File: config.mk
export PLATFORM = sky130hd
export DESIGN_NAME = i2c_txq_top
export DESIGN_NICKNAME = d
export VERILOG_FILES = /design/src/rtl/i2c_txq_pkg.sv /design/src/rtl/txq_store.sv /design/src/rtl/txq_ctrl.sv /design/src/rtl/i2c_txq_top.sv
export SDC_FILE = /design/constraint.sdc
export NUM_CORES = 1
export LEC_CHECK = 0
export BUFFER_PORTS_ARGS = -buffer_cell sky130_fd_sc_hd__buf_2
export CORE_MARGIN = 2
export CORE_UTILIZATION = 23
export CTS_CLUSTER_SIZE = 24
export DETAILED_ROUTE_END_ITERATION = 10
export MAX_ROUTING_LAYER = met4
export PLACE_DENSITY_LB_ADDON = 0.25
export SETUP_SLACK_MARGIN = 0.15
export SLEW_MARGIN = 20
export SYNTH_ARGS = -nofsm -noshare
export SYNTH_HDL_FRONTEND = slang
export SYNTH_SLANG_ARGS = --single-unit
File: constraint.sdc
create_clock -name clk -period 3.95 [get_ports clk]
set_clock_uncertainty 0.2 [all_clocks]
set_input_delay 0.9875 -clock clk [delete_from_list [all_inputs] [get_ports clk]]
set_output_delay 0.9875 -clock clk [all_outputs]
set_load 0.005 [all_outputs]
File: src/rtl/i2c_txq_pkg.sv
// Package: i2c_txq_pkg
// Bit positions shared by the transmit queue, its checker and software.
// Assumes an 8-bit control and status word layout.
package i2c_txq_pkg;
    localparam int CTL_FLUSH_BIT = 7;
    localparam int CTL_EN_BIT    = 6;
    localparam int CTL_NAK_BIT   = 3;
    localparam int FST_EMPTY_BIT = 4;
    localparam int IST_EMPTY_BIT = 1;
    localparam int IST_NAK_BIT   = 0;
    localparam int IST_W         = 2;
endpackage

File: src/rtl/txq_store.sv
// Module: txq_store
// Circular byte store with write/read pointers and an occupancy count.
// Assumes: flush has priority over push and pop; push when full and pop
// when empty are ignored; the head entry is read combinationally.
module txq_store #(
    parameter int DW    = 8,
    parameter int DEPTH = 64,
    localparam int PW = (DEPTH > 1) ? $clog2(DEPTH) : 1,
    localparam int CW = $clog2(DEPTH + 1)
) (
    input  logic          clk,
    input  logic          rst_n,
    input  logic          flush,
    input  logic          push,
    input  logic [DW-1:0] push_data,
    input  logic          pop,
    output logic [DW-1:0] head,
    output logic [CW-1:0] level,
    output logic          empty,
    output logic          full
);
    logic [DW-1:0] mem [DEPTH];
    logic [PW-1:0] wr_ptr, rd_ptr;
    logic          push_ok, pop_ok;

    function automatic logic [PW-1:0] wrap_inc(input logic [PW-1:0] p);
        return (p == PW'(DEPTH - 1)) ? '0 : p + 1'b1;
    endfunction

    assign empty   = (level == '0);
    assign full    = (level == CW'(DEPTH));
    assign push_ok = push && !full && !flush;
    assign pop_ok  = pop && !empty && !flush;
    assign head    = mem[rd_ptr];

    // Pointer and occupancy bookkeeping.
    always_ff @(posedge clk) begin
        if (!rst_n || flush) begin
            wr_ptr <= '0;
            rd_ptr <= '0;
            level  <= '0;
        end else begin
            if (push_ok) wr_ptr <= wrap_inc(wr_ptr);
            if (pop_ok)  rd_ptr <= wrap_inc(rd_ptr);
            case ({push_ok, pop_ok})
                2'b10:   level <= level + 1'b1;
                2'b01:   level <= level - 1'b1;
                default: level <= level;
            endcase
        end
    end

    // Entry storage; only accepted pushes write.
    always_ff @(posedge clk) begin
        if (push_ok) mem[wr_ptr] <= push_data;
    end
endmodule

File: src/rtl/txq_ctrl.sv
// Module: txq_ctrl
// Queue-mode enable, no-ACK abort, interrupt status/enable and handshake.
// Assumes: eng_done is a one-cycle pulse honoured only while eng_req is
// high; a status set wins over a clear in the same cycle.
module txq_ctrl
    import i2c_txq_pkg::*;
(
    input  logic             clk,
    input  logic             rst_n,
    input  logic             ctl_wr,
    input  logic             ctl_flush,
    input  logic             ctl_en,
    input  logic             ien_wr,
    input  logic [IST_W-1:0] ien_val,
    input  logic             iclr_wr,
    input  logic [IST_W-1:0] iclr_val,
    input  logic             done,
    input  logic             nak,
    input  logic             q_empty,
    input  logic             q_last,
    output logic             en,
    output logic             halt,
    output logic             flush,
    output logic             req,
    output logic             pop,
    output logic [IST_W-1:0] isr,
    output logic [IST_W-1:0] ier
);
    logic             set_nak, set_empty;
    logic [IST_W-1:0] set_vec, clr_vec;

    assign flush     = ctl_wr && ctl_flush;
    assign req       = en && !halt && !q_empty;
    assign pop       = req && done && !flush;
    assign set_nak   = pop && nak;
    assign set_empty = pop && !nak && q_last;

    always_comb begin
        set_vec                = '0;
        set_vec[IST_NAK_BIT]   = set_nak;
        set_vec[IST_EMPTY_BIT] = set_empty;
        clr_vec                = iclr_wr ? iclr_val : '0;
    end

    // Queue-mode enable follows every control write.
    always_ff @(posedge clk) begin
        if (!rst_n)      en <= 1'b0;
        else if (ctl_wr) en <= ctl_en;
    end

    // Abort latch: set by a refused byte, released only by a flush.
    always_ff @(posedge clk) begin
        if (!rst_n || flush) halt <= 1'b0;
        else if (set_nak)    halt <= 1'b1;
    end

    // Sticky interrupt status with write-1-to-clear.
    always_ff @(posedge clk) begin
        if (!rst_n) isr <= '0;
        else        isr <= (isr & ~clr_vec) | set_vec;
    end

    // Interrupt enable word.
    always_ff @(posedge clk) begin
        if (!rst_n)      ier <= '0;
        else if (ien_wr) ier <= ien_val;
    end
endmodule

File: src/rtl/i2c_txq_top.sv
// Module: i2c_txq_top
// I2C master transmit byte queue with no-ACK abort. Joins the byte store
// and the control logic and forms the readback and status words.
// Assumes: the bit engine pulses eng_done once per offered byte.
module i2c_txq_top
    import i2c_txq_pkg::*;
#(
    parameter int DW    = 8,
    parameter int DEPTH = 64,
    localparam int CW = $clog2(DEPTH + 1)
) (
    input  logic             clk,
    input  logic             rst_n,
    input  logic             wr_data_en,
    input  logic [DW-1:0]    wr_data,
    input  logic             wr_ctl_en,
    input  logic [7:0]       wr_ctl,
    input  logic             wr_ien_en,
    input  logic [IST_W-1:0] wr_ien,
    input  logic             wr_iclr_en,
    input  logic [IST_W-1:0] wr_iclr,
    output logic             eng_req,
    output logic [DW-1:0]    eng_byte,
    input  logic             eng_done,
    input  logic             eng_nak,
    output logic [7:0]       ctl_rd,
    output logic [IST_W-1:0] int_stat,
    output logic [7:0]       fifo_stat,
    output logic             irq
);
    logic          q_en, q_halt, q_flush, q_pop, q_empty, q_full, q_last, push_req;
    logic [CW-1:0] q_level;
    logic [IST_W-1:0] q_ier;
    logic          unused_ctl_bits;

    assign unused_ctl_bits = ^wr_ctl[5:0];
    assign push_req = wr_data_en && q_en;
    // The byte being removed is the final one unless a push lands alongside it.
    assign q_last   = (q_level == CW'(1)) && !(push_req && !q_full);

    txq_store #(.DW(DW), .DEPTH(DEPTH)) u_store (
        .clk       (clk),
        .rst_n     (rst_n),
        .flush     (q_flush),
        .push      (push_req),
        .push_data (wr_data),
        .pop       (q_pop),
        .head      (eng_byte),
        .level     (q_level),
        .empty     (q_empty),
        .full      (q_full)
    );

    txq_ctrl u_ctrl (
        .clk       (clk),
        .rst_n     (rst_n),
        .ctl_wr    (wr_ctl_en),
        .ctl_flush (wr_ctl[CTL_FLUSH_BIT]),
        .ctl_en    (wr_ctl[CTL_EN_BIT]),
        .ien_wr    (wr_ien_en),
        .ien_val   (wr_ien),
        .iclr_wr   (wr_iclr_en),
        .iclr_val  (wr_iclr),
        .done      (eng_done),
        .nak       (eng_nak),
        .q_empty   (q_empty),
        .q_last    (q_last),
        .en        (q_en),
        .halt      (q_halt),
        .flush     (q_flush),
        .req       (eng_req),
        .pop       (q_pop),
        .isr       (int_stat),
        .ier       (q_ier)
    );

    // Readback and status word assembly.
    always_comb begin
        ctl_rd                   = '0;
        ctl_rd[CTL_EN_BIT]       = q_en;
        ctl_rd[CTL_NAK_BIT]      = q_halt;
        fifo_stat                = '0;
        fifo_stat[FST_EMPTY_BIT] = q_empty;
        irq                      = |(int_stat & q_ier);
    end
endmodule

## Word-level counts from Yosys, hierarchy flattened

Memory sizes are Yosys's and may differ from the RTL's. A register that Yosys moved wholly into a read port is not among the register bits.
Index checks and enable logic that the tools add are counted.

| storage, ports and cells | value |
|---|---|
| bits in registers | 25 |
| latch bits | 0 |
| RAM bits | 512 |
| memory bits (read-only) | 0 |
| input bits | 28 |
| output and inout port bits | 28 |
| logic and storage cells | 55 |
| memories | 1 |

Memories:

| name | depth | width | read ports | clocked after memory_dff | wr ports | line | source |
|---|---|---|---|---|---|---|---|
| u_store.mem | 64 | 8 | 1 | 1 | 1 | txq_store.sv:22 | `logic [DW-1:0] mem [DEPTH];` |

| cells by class | value |
|---|---|
| $add $sub $neg | 4 |
| multipliers | 0 |
| divide/modulo/power cells | 0 |
| $lt $le $gt $ge | 0 |
| equal/unequal tests | 6 |
| shift operators | 0 |
| multiplexer cells | 8 |
| bitwise logic cells | 4 |
| reductions and logical operators | 25 |

Operator list:

| operator | number |
|---|---|
| 6-bit two-way mux | 4 |
| 1-bit logical AND | 14 |
| 7-bit case mux with 2 select lines | 1 |
| 6-bit by 1-bit adder with 6-bit output (second input constant) | 2 |
| 6-bit equality test (second input constant) | 2 |
| 7-bit by 1-bit adder with 7-bit output (second input constant) | 1 |
| 7-bit by 1-bit equality test with 1-bit output (second input constant) | 1 |
| 7-bit equality test (second input constant) | 1 |
| 1-bit logical NOT | 7 |
| 7-bit logical NOT | 1 |
| 7-bit by 1-bit subtractor with 7-bit output (second input constant) | 1 |
| 2-bit AND | 2 |
| 2-bit by 1-bit equality test with 1-bit output (second input constant) | 1 |
| 2-bit equality test (second input constant) | 1 |
| 1-bit two-way mux | 2 |
| 2-bit two-way mux | 1 |
| 2-bit inverter | 1 |
| 2-bit OR | 1 |
| 2-bit nonzero test | 1 |
| 2-bit OR reduction | 1 |
| 1-bit logical OR | 1 |

## Longest topological paths before layout

Gate-level depths: netlist (run 1).

| logic depth | value |
|---|---|
| depth after elaboration | 9 |
| depth in mapped cells | 11 |
| gate-level depth less buffers | 10 |

## By module

From an unflattened synthesis (run 1), not the netlist that was laid out.

| unflattened totals | value |
|---|---|
| cell total of the unflattened synthesis | 1,099 |
| area, all modules | 21,612.0 µm² |

Modules (own cells, without submodules):

| module | instances | cells an instance | area an instance (µm²) | seq. area each (µm²) |
|---|---|---|---|---|
| txq_store | 1 | 1,050 | 21,179.1 | 15,875.2 |
| txq_ctrl | 1 | 26 | 262.8 | 120.1 |
| i2c_txq_top | 1 | 23 | 170.2 | 0.0 |

## Worst setup path after synthesis (run 1)

No wires, ideal clock.

| timing path | value |
|---|---|
| path kind | input to register |
| start point | input port eng_done |
| end point | register u_store.level[5] |
| arrival | 2,891 ps |
| required time | 3,622 ps |
| setup slack | 731 ps |
| stages | 9 |
| cells stage by stage | a21boi_0 o311a_1 buf_6 ha_1 or4b_2 a21oi_1 a21boi_0 xnor2_1 nor2_1 |

| on the way | value |
|---|---|
| longest elaborated chain between the ends | 6 |

Ends and longest elaborated chain:

| item | line | source |
|---|---|---|
| from (decl) | i2c_txq_top.sv:24 | `input logic eng_done,` |
| 1-bit logical AND * (2 in a row) | txq_ctrl.sv:34 | `assign pop = req && done && !flush;` |
| 1-bit logical AND * (2 in a row) | txq_store.sv:33 | `assign pop_ok = pop && !empty && !flush;` |
| 2-bit by 1-bit equality test with 1-bit output / 2-bit equality test (equally long branches) | txq_store.sv:45 | `case ({push_ok, pop_ok})` |
| 7-bit case mux with 2 select lines / 2-bit nonzero test (equally long branches) | -- |  |
| to (signal assigned) | txq_store.sv:46 | `2'b10: level <= level + 1'b1;` |
| to (signal assigned) | txq_store.sv:47 | `2'b01: level <= level - 1'b1;` |
| to (signal assigned) | txq_store.sv:48 | `default: level <= level;` |
| to (decl) | txq_store.sv:18 | `output logic [CW-1:0] level,` |

Mark *: on every way between the ends. The rest lies on a longest branch, timed or not.
A chain may end at the register's enable or synchronous reset.

==> results of run 1 <==
[path summary, 6_finish.rpt]
check,slack [ps],end,depth (start not counted)
worst max-delay path,-130,eng_byte[2],7
worst min-delay path,300,u_ctrl.halt$_SDFFE_PP0P_,2
worst max register to register,480,u_store.level[5]$_SDFFE_PP0P_,8
worst min register to register,300,u_ctrl.halt$_SDFFE_PP0P_,2
[repair_timing]
item	CTS	global route
setup buffers	22	15
pin swaps	16	11
hold buffers	0	0
resized for setup	53	28
setup endpoints to repair	8	8
gates cloned	4	1
[registers in the layout, indices dropped and copies added (netlist names), named ones only]
register	cells
u_ctrl.halt	1
u_ctrl.ier	2
u_store.mem	512
u_store.level	7
u_store.wr_ptr	6
u_ctrl.en	1
u_ctrl.isr	2
u_store.rd_ptr	6
[per-layer routing]
metal | part of all wire | routed length, um | up-vias | global-route usage
li1 | - | - | 4978 | -
met1 | 0.45 | 25800 | 5984 | 0.161
met2 | 0.47 | 26400 | 283 | 0.188
met3 | 0.052 | 2920 | 90 | 0.0236
met4 | 0.027 | 1550 | 0 | 0.0401
met5 | 0 | 0 | - | -
[where the power goes]
group	internal (mW)	switching [mW]	total, mW
Combinational	0.0484	0.136	0.184
Sequential	6.29	0.00368	6.30
Clock	3.07	2.26	5.34
[area by class of cell]
cell class              instances  area, sq um  share of cell area
inverters                       4         15.0            0.000562
clock inverters                38          372              0.0139
flip-flops and latches        543        16000               0.599
diodes                          1         2.50           0.0000937
multi-input cells             520         5420               0.203
repair buffers                205         1860              0.0695
well taps                    1254         1570              0.0587
clock buffers                  65         1480              0.0553
[worst max-delay path: cells and delay by family (launching register included)]
family	cells	cell delay, ps
simple gates	2	670
flops	1	550
compound gates	3	710
buf+inv	2	330
[synthesized netlist by cell type, types with 3 or more instances]
master and instances:
edfxtp_1 512, mux4_2 111, nor2_1 106, nand2_1 39, dfxtp_1 31, mux2i_1 26
buf_4 24, o22ai_1 24, clkbuf_1 20, buf_2 19, nor2b_1 18, nor3_1 16
nand3_1 12, nand2b_1 11, a31oi_1 9, xor2_1 9, a22oi_1 8, mux2_2 7
nand3b_1 7, o221ai_1 7, xnor2_1 7, buf_1 6, buf_6 6, ha_1 6
nor4_1 6, o211ai_1 6, a21oi_1 5, mux4_1 5, a21boi_0 4, a22o_1 4
a32oi_1 4, inv_1 4, o21ai_0 4, a2111oi_0 3, or3_1 3
[logic make-up (layout without fill, tap and decap cells)]
logic type	Yosys count	after routing	share of synthesized area
compound gates	95	95	0.0324
xor+xnor	16	16	0.00651
fa+ha+maj	6	6	0.00349
buf+inv	80	312	0.0221
flops	543	543	0.743
mux	149	149	0.138
other cells	1	14	0.000174
simple gates	241	241	0.0541
[per-stage QoR]
step / total power [mW] / setup TNS, ps / hold slack [ps] / worst slack, ps / util
finish: 11.8 / -638 / 303 / -135 / 0.287
CTS: 12.0 / -1060 / 315 / -167 / 0.284
floorplan: 6.47 / 0 / 260 / 731 / -
global placement: 6.59 / 0 / 305 / 182 / 0.258
detailed placement: 6.60 / 0 / 297 / 181 / 0.258
global route: 12.2 / -1450 / 361 / -237 / 0.287
==> flow_metrics.env, run 1 <==
export IMPL_post_drt_wl_per_cell_um=21.6
export IMPL_cts_root_buffer="clkbuf_16"
export IMPL_core_sq_um=93000
export IMPL_setup_violations=7
export IMPL_pin_count=56
export IMPL_firstDrtPassIters=5
export IMPL_ant_nets=0
export IMPL_dpl_hpwl_um=35000
export IMPL_max_stage_delay_ps=550
export IMPL_numCtsBuffers=58
export IMPL_fillers=9260
export IMPL_viasPerCell=4.31
export IMPL_rsz0062_at_grt="yes"
export IMPL_gp_congestion=0.799
export IMPL_synth_top_area_cell="edfxtp_1"
export IMPL_clkSlewWorstSetupHoldPaths_ps=60
export IMPL_synth_top_area_frac=0.714
export IMPL_synth_edf_count=512
export IMPL_timing_rr_start="u_store.level[2]$_SDFFE_PP0P_"
export IMPL_crit_slowest_cell="dfxtp_4"
export IMPL_timing_final_crit_period_ps=4080
export IMPL_grt_first_pass_wirelength_um=81600
export IMPL_grt_pass1_vias=11829
export IMPL_vias=11335
export IMPL_synth_cell_types=64
export IMPL_drive_above_1_share=0.341
export IMPL_slew_headroom=0.429
export IMPL_die_h_um=310
export IMPL_synth_top_flop_cell="edfxtp_1"
export IMPL_nNetsFinal=1366
export IMPL_final_common_cell="edfxtp_1"
export IMPL_hold_viol_final=0
export IMPL_antenna_found_initial=0
export IMPL_mappedNetlistArea_sq_um=21500
export IMPL_portBuffers=36
export IMPL_drc=0
export IMPL_h_tree_depth=2
export IMPL_dieArea_sq_um=96000
export IMPL_routed_wl_um=56700
export IMPL_path_class="flop to output pin"
export IMPL_post_dp_cell_area_sq_um=24000
export IMPL_overflow=0
export IMPL_cts_num_sinks=543
export IMPL_endpoint_kind="output pin"
export IMPL_synth_cells=1131
export IMPL_slew_viol_final=0
export IMPL_async_flop_share=0
export IMPL_drtIter0Drc=1016
export IMPL_p_per_area_nw_per_um2=442
export IMPL_clock_latency_ps=620
export IMPL_path_max_fanout=12
export IMPL_required_ps=2760
export IMPL_ir_drop_v=0.000340
export IMPL_syn_to_final_growth_pct=24.2
export IMPL_cap_violations=0
export IMPL_timing_fmax_mhz=245
export IMPL_status="finished, violations left"
export IMPL_crit_chain="and3b_1 -> a221oi_1 -> o211ai_1 -> buf_4 -> nor4_2 -> a211o_1 -> buf_2"
export IMPL_crit_path_start_kind="flop"
export IMPL_die_w_um=310
export IMPL_hold_path_class="flop to flop"
export IMPL_mostFrequentLayoutCells="edfxtp_1 (512), buf_4 (141), mux4_2 (113)"
export IMPL_tightest_slew_ps=855
export IMPL_track_usage=0.122
export IMPL_setup_slack_ps=-135
export IMPL_synth_area_leaders="edfxtp_1 (71%), mux4_2 (12%), dfxtp_1 (2.9%)"
export IMPL_power_leakage_nw=8.27
export IMPL_dp_cells=2484
export IMPL_tritoncts="yes"
export IMPL_synth_warnings=0
export IMPL_arrival_ps=2900
export IMPL_start_util=0.231
export IMPL_hp_start="u_ctrl.halt$_SDFFE_PP0P_"
export IMPL_synth_seq_cells=543
export IMPL_fin_crit_sh=1.03
export IMPL_violations="setup timing"
export IMPL_syn_area_per_cell_sq_um=19.0
export IMPL_clock_path_buffers=3
export IMPL_stdcell_count=2630
export IMPL_row_count=112
export IMPL_grt_max_degree=65
export IMPL_design_area_sq_um=26700
export IMPL_yosysSeqAreaShare=0.743
No activity file was read; power rests on OpenSTA's default activity.
==> inputs of run 2 (changes only) <==
SKIP_LAST_GASP = 1   (was default)
==> run 2 against run 1 <==
Net effect:
- the flow still finishes with violations (setup timing)
- clock power barely moved
- cell count barely moved
- count of clock-buffer cells in the layout did not move
- register-to-register slack improved by 20 ps
- sequential power barely moved
- worst setup slack got worse by 34 ps
- design area fell by 0.12%
- non-clock buffer count rose by 1
- via count fell by 0.20%
- critical path depth did not move
- sequential cell count did not move
- highest routed layer unchanged
==> flow_metrics.env, run 2 (same netlist as run 1, synthesis figures left out) <==
export IMPL_post_drt_wl_per_cell_um=21.5
export IMPL_grt_max_degree=65
export IMPL_rsz0062_at_grt="yes"
export IMPL_drc=0
export IMPL_slew_viol_final=0
export IMPL_viasPerCell=4.30
export IMPL_die_h_um=310
export IMPL_crit_path_start_kind="flop"
export IMPL_grt_first_pass_wirelength_um=81500
export IMPL_core_sq_um=93000
export IMPL_die_w_um=310
export IMPL_tritoncts="yes"
export IMPL_fin_crit_sh=1.04
export IMPL_routed_wl_um=56700
export IMPL_mostFrequentLayoutCells="edfxtp_1 (512), buf_4 (143), mux4_2 (113)"
export IMPL_antenna_found_initial=0
export IMPL_grt_pass1_vias=11827
export IMPL_p_sw_frac=0.204
export IMPL_critPathBufInv=2
export IMPL_setup_violations=7
export IMPL_preCtsSetupSlack_ps=181
export IMPL_cp_top_family="compound AO/OA/AOI/OAI gates"
export IMPL_setup_tns_ps=-709
export IMPL_clock_latency_ps=620
export IMPL_ir_drop_v=0.000339
export IMPL_cts_hold_buf=0
export IMPL_violations="setup timing"
export IMPL_hp_start="u_ctrl.halt$_SDFFE_PP0P_"
export IMPL_crit_chain="and3b_1 -> a221oi_1 -> o211ai_1 -> buf_4 -> nor4_2 -> a211o_1 -> buf_2"
export IMPL_clock_path_buffers=3
export IMPL_ant_nets=0
export IMPL_syn_to_final_growth_pct=24.0
export IMPL_crit_slowest_cell="dfxtp_4"
export IMPL_dieArea_sq_um=96000
export IMPL_slew_headroom=0.288
export IMPL_tightest_slew_ps=1070
export IMPL_dpl_hpwl_um=35000
export IMPL_hold_viol_final=0
export IMPL_start_util=0.231
export IMPL_cap_violations=0
export IMPL_clkSlewWorstSetupHoldPaths_ps=60
export IMPL_cts_num_sinks=543
export IMPL_p_clk_frac=0.452
export IMPL_required_ps=2760
export IMPL_cts_root_buffer="clkbuf_16"
export IMPL_final_util=0.287
export IMPL_largest_reg_flops=512
export IMPL_endpoint_kind="output pin"
export IMPL_gp_congestion=0.799
export IMPL_drtIter0Drc=1047
export IMPL_p_switching_mw=2.41
export IMPL_drive_above_1_share=0.339
export IMPL_combPwrFrac=0.016
export IMPL_fillers=9267
export IMPL_overflow=0
export IMPL_seqPwrFrac=0.532
export IMPL_setup_slack_ps=-169
export IMPL_status="finished, violations left"
export IMPL_design_area_sq_um=26700
export IMPL_row_count=112
export IMPL_p_per_area_nw_per_um2=443
export IMPL_path_class="flop to output pin"
export IMPL_timing_final_crit_period_ps=4120
export IMPL_timing_rr_start="u_store.level[2]$_SDFFE_PP0P_"
export IMPL_final_common_cell="edfxtp_1"
export IMPL_h_tree_depth=2
export IMPL_path_max_fanout=12
export IMPL_regMostFlops="u_store.mem"
export IMPL_max_stage_delay_ps=540
export IMPL_timing_fmax_mhz=243
export IMPL_firstDrtPassIters=5
export IMPL_portBuffers=36
export IMPL_vias=11312
export IMPL_power_leakage_nw=8.28
export IMPL_p_int_mw=9.41
export IMPL_pin_count=56
export IMPL_track_usage=0.122
export IMPL_post_dp_cell_area_sq_um=24000
export IMPL_hold_path_class="flop to flop"
export IMPL_nNetsFinal=1367
export IMPL_numCtsBuffers=58
export IMPL_reg_top3="u_store.mem: 512 flops, u_store.level: 7 flops"
export IMPL_arrival_ps=2930
-- run 2: changes by cell type in the layout (fill, tap and decap cells not counted), moves of 2 or more --
cell | before | now
buf_6 | 8 | 6
o22ai_2 | 12 | 10
o22ai_1 | 11 | 13
buf_4 | 141 | 143
-- run 2: final timing paths --
path,endpoint,cells after the start,slack [ps]
min reg2reg,u_ctrl.halt$_SDFFE_PP0P_,2,310
max reg2reg,u_store.level[5]$_SDFFE_PP0P_,8,500
max,eng_byte[2],7,-170
min,u_ctrl.halt$_SDFFE_PP0P_,2,310
-- run 2: power groups by stage --
stage	Combinational (mW)	Sequential (mW)	Clock, mW
4_1_cts	0.187	6.29	5.48
3_3_place_gp	0.173	6.42	0
5_1_grt	0.203	6.29	5.70
2_1_floorplan	0.0515	6.42	0
3_5_place_dp	0.181	6.42	0
6_report	0.184	6.30	5.34
-- run 2: layout make-up --
cell class / count / area, sq um / share of cell area
antenna: 1 / 2.50 / 0.0000938
clock buffer: 65 / 1480 / 0.0554
clock inverter: 38 / 372 / 0.0139
inverter: 4 / 15.0 / 0.000563
multi-input combinational: 520 / 5390 / 0.202
sequential: 543 / 16000 / 0.600
tap: 1254 / 1570 / 0.0588
timing repair buffer: 206 / 1850 / 0.0695
-- run 2: stage by stage --
step	power, mW	cells	hold slack, ps
after floorplan	6.47	1143	260
after global placement	6.59	2484	305
after detailed placement	6.60	2484	297
after CTS	12.0	2613	315
after global routing	12.2	2630	361
final	11.8	2631	306
-- run 2: worst min-delay path, cell delays in order, from the launching register on --
cell and delay (ps):
dfxtp_1 350, a21oi_1 50, nor2_1 70
-- run 2: metal layers --
layer,up-vias,share of wire,global-route usage,wire length (um)
met5,-,0,-,0
met4,0,0.027,0.0401,1520
met3,87,0.053,0.0236,3030
met2,249,0.47,0.188,26500
met1,5999,0.45,0.161,25700
li1,4977,-,-,-
-- run 2: what timing repair did --
item | CTS | global route
pin swaps | 16 | 10
endpoints found under the setup margin | 8 | 8
resized for setup | 51 | 22
gates cloned | 4 | 1
setup buffers | 22 | 16
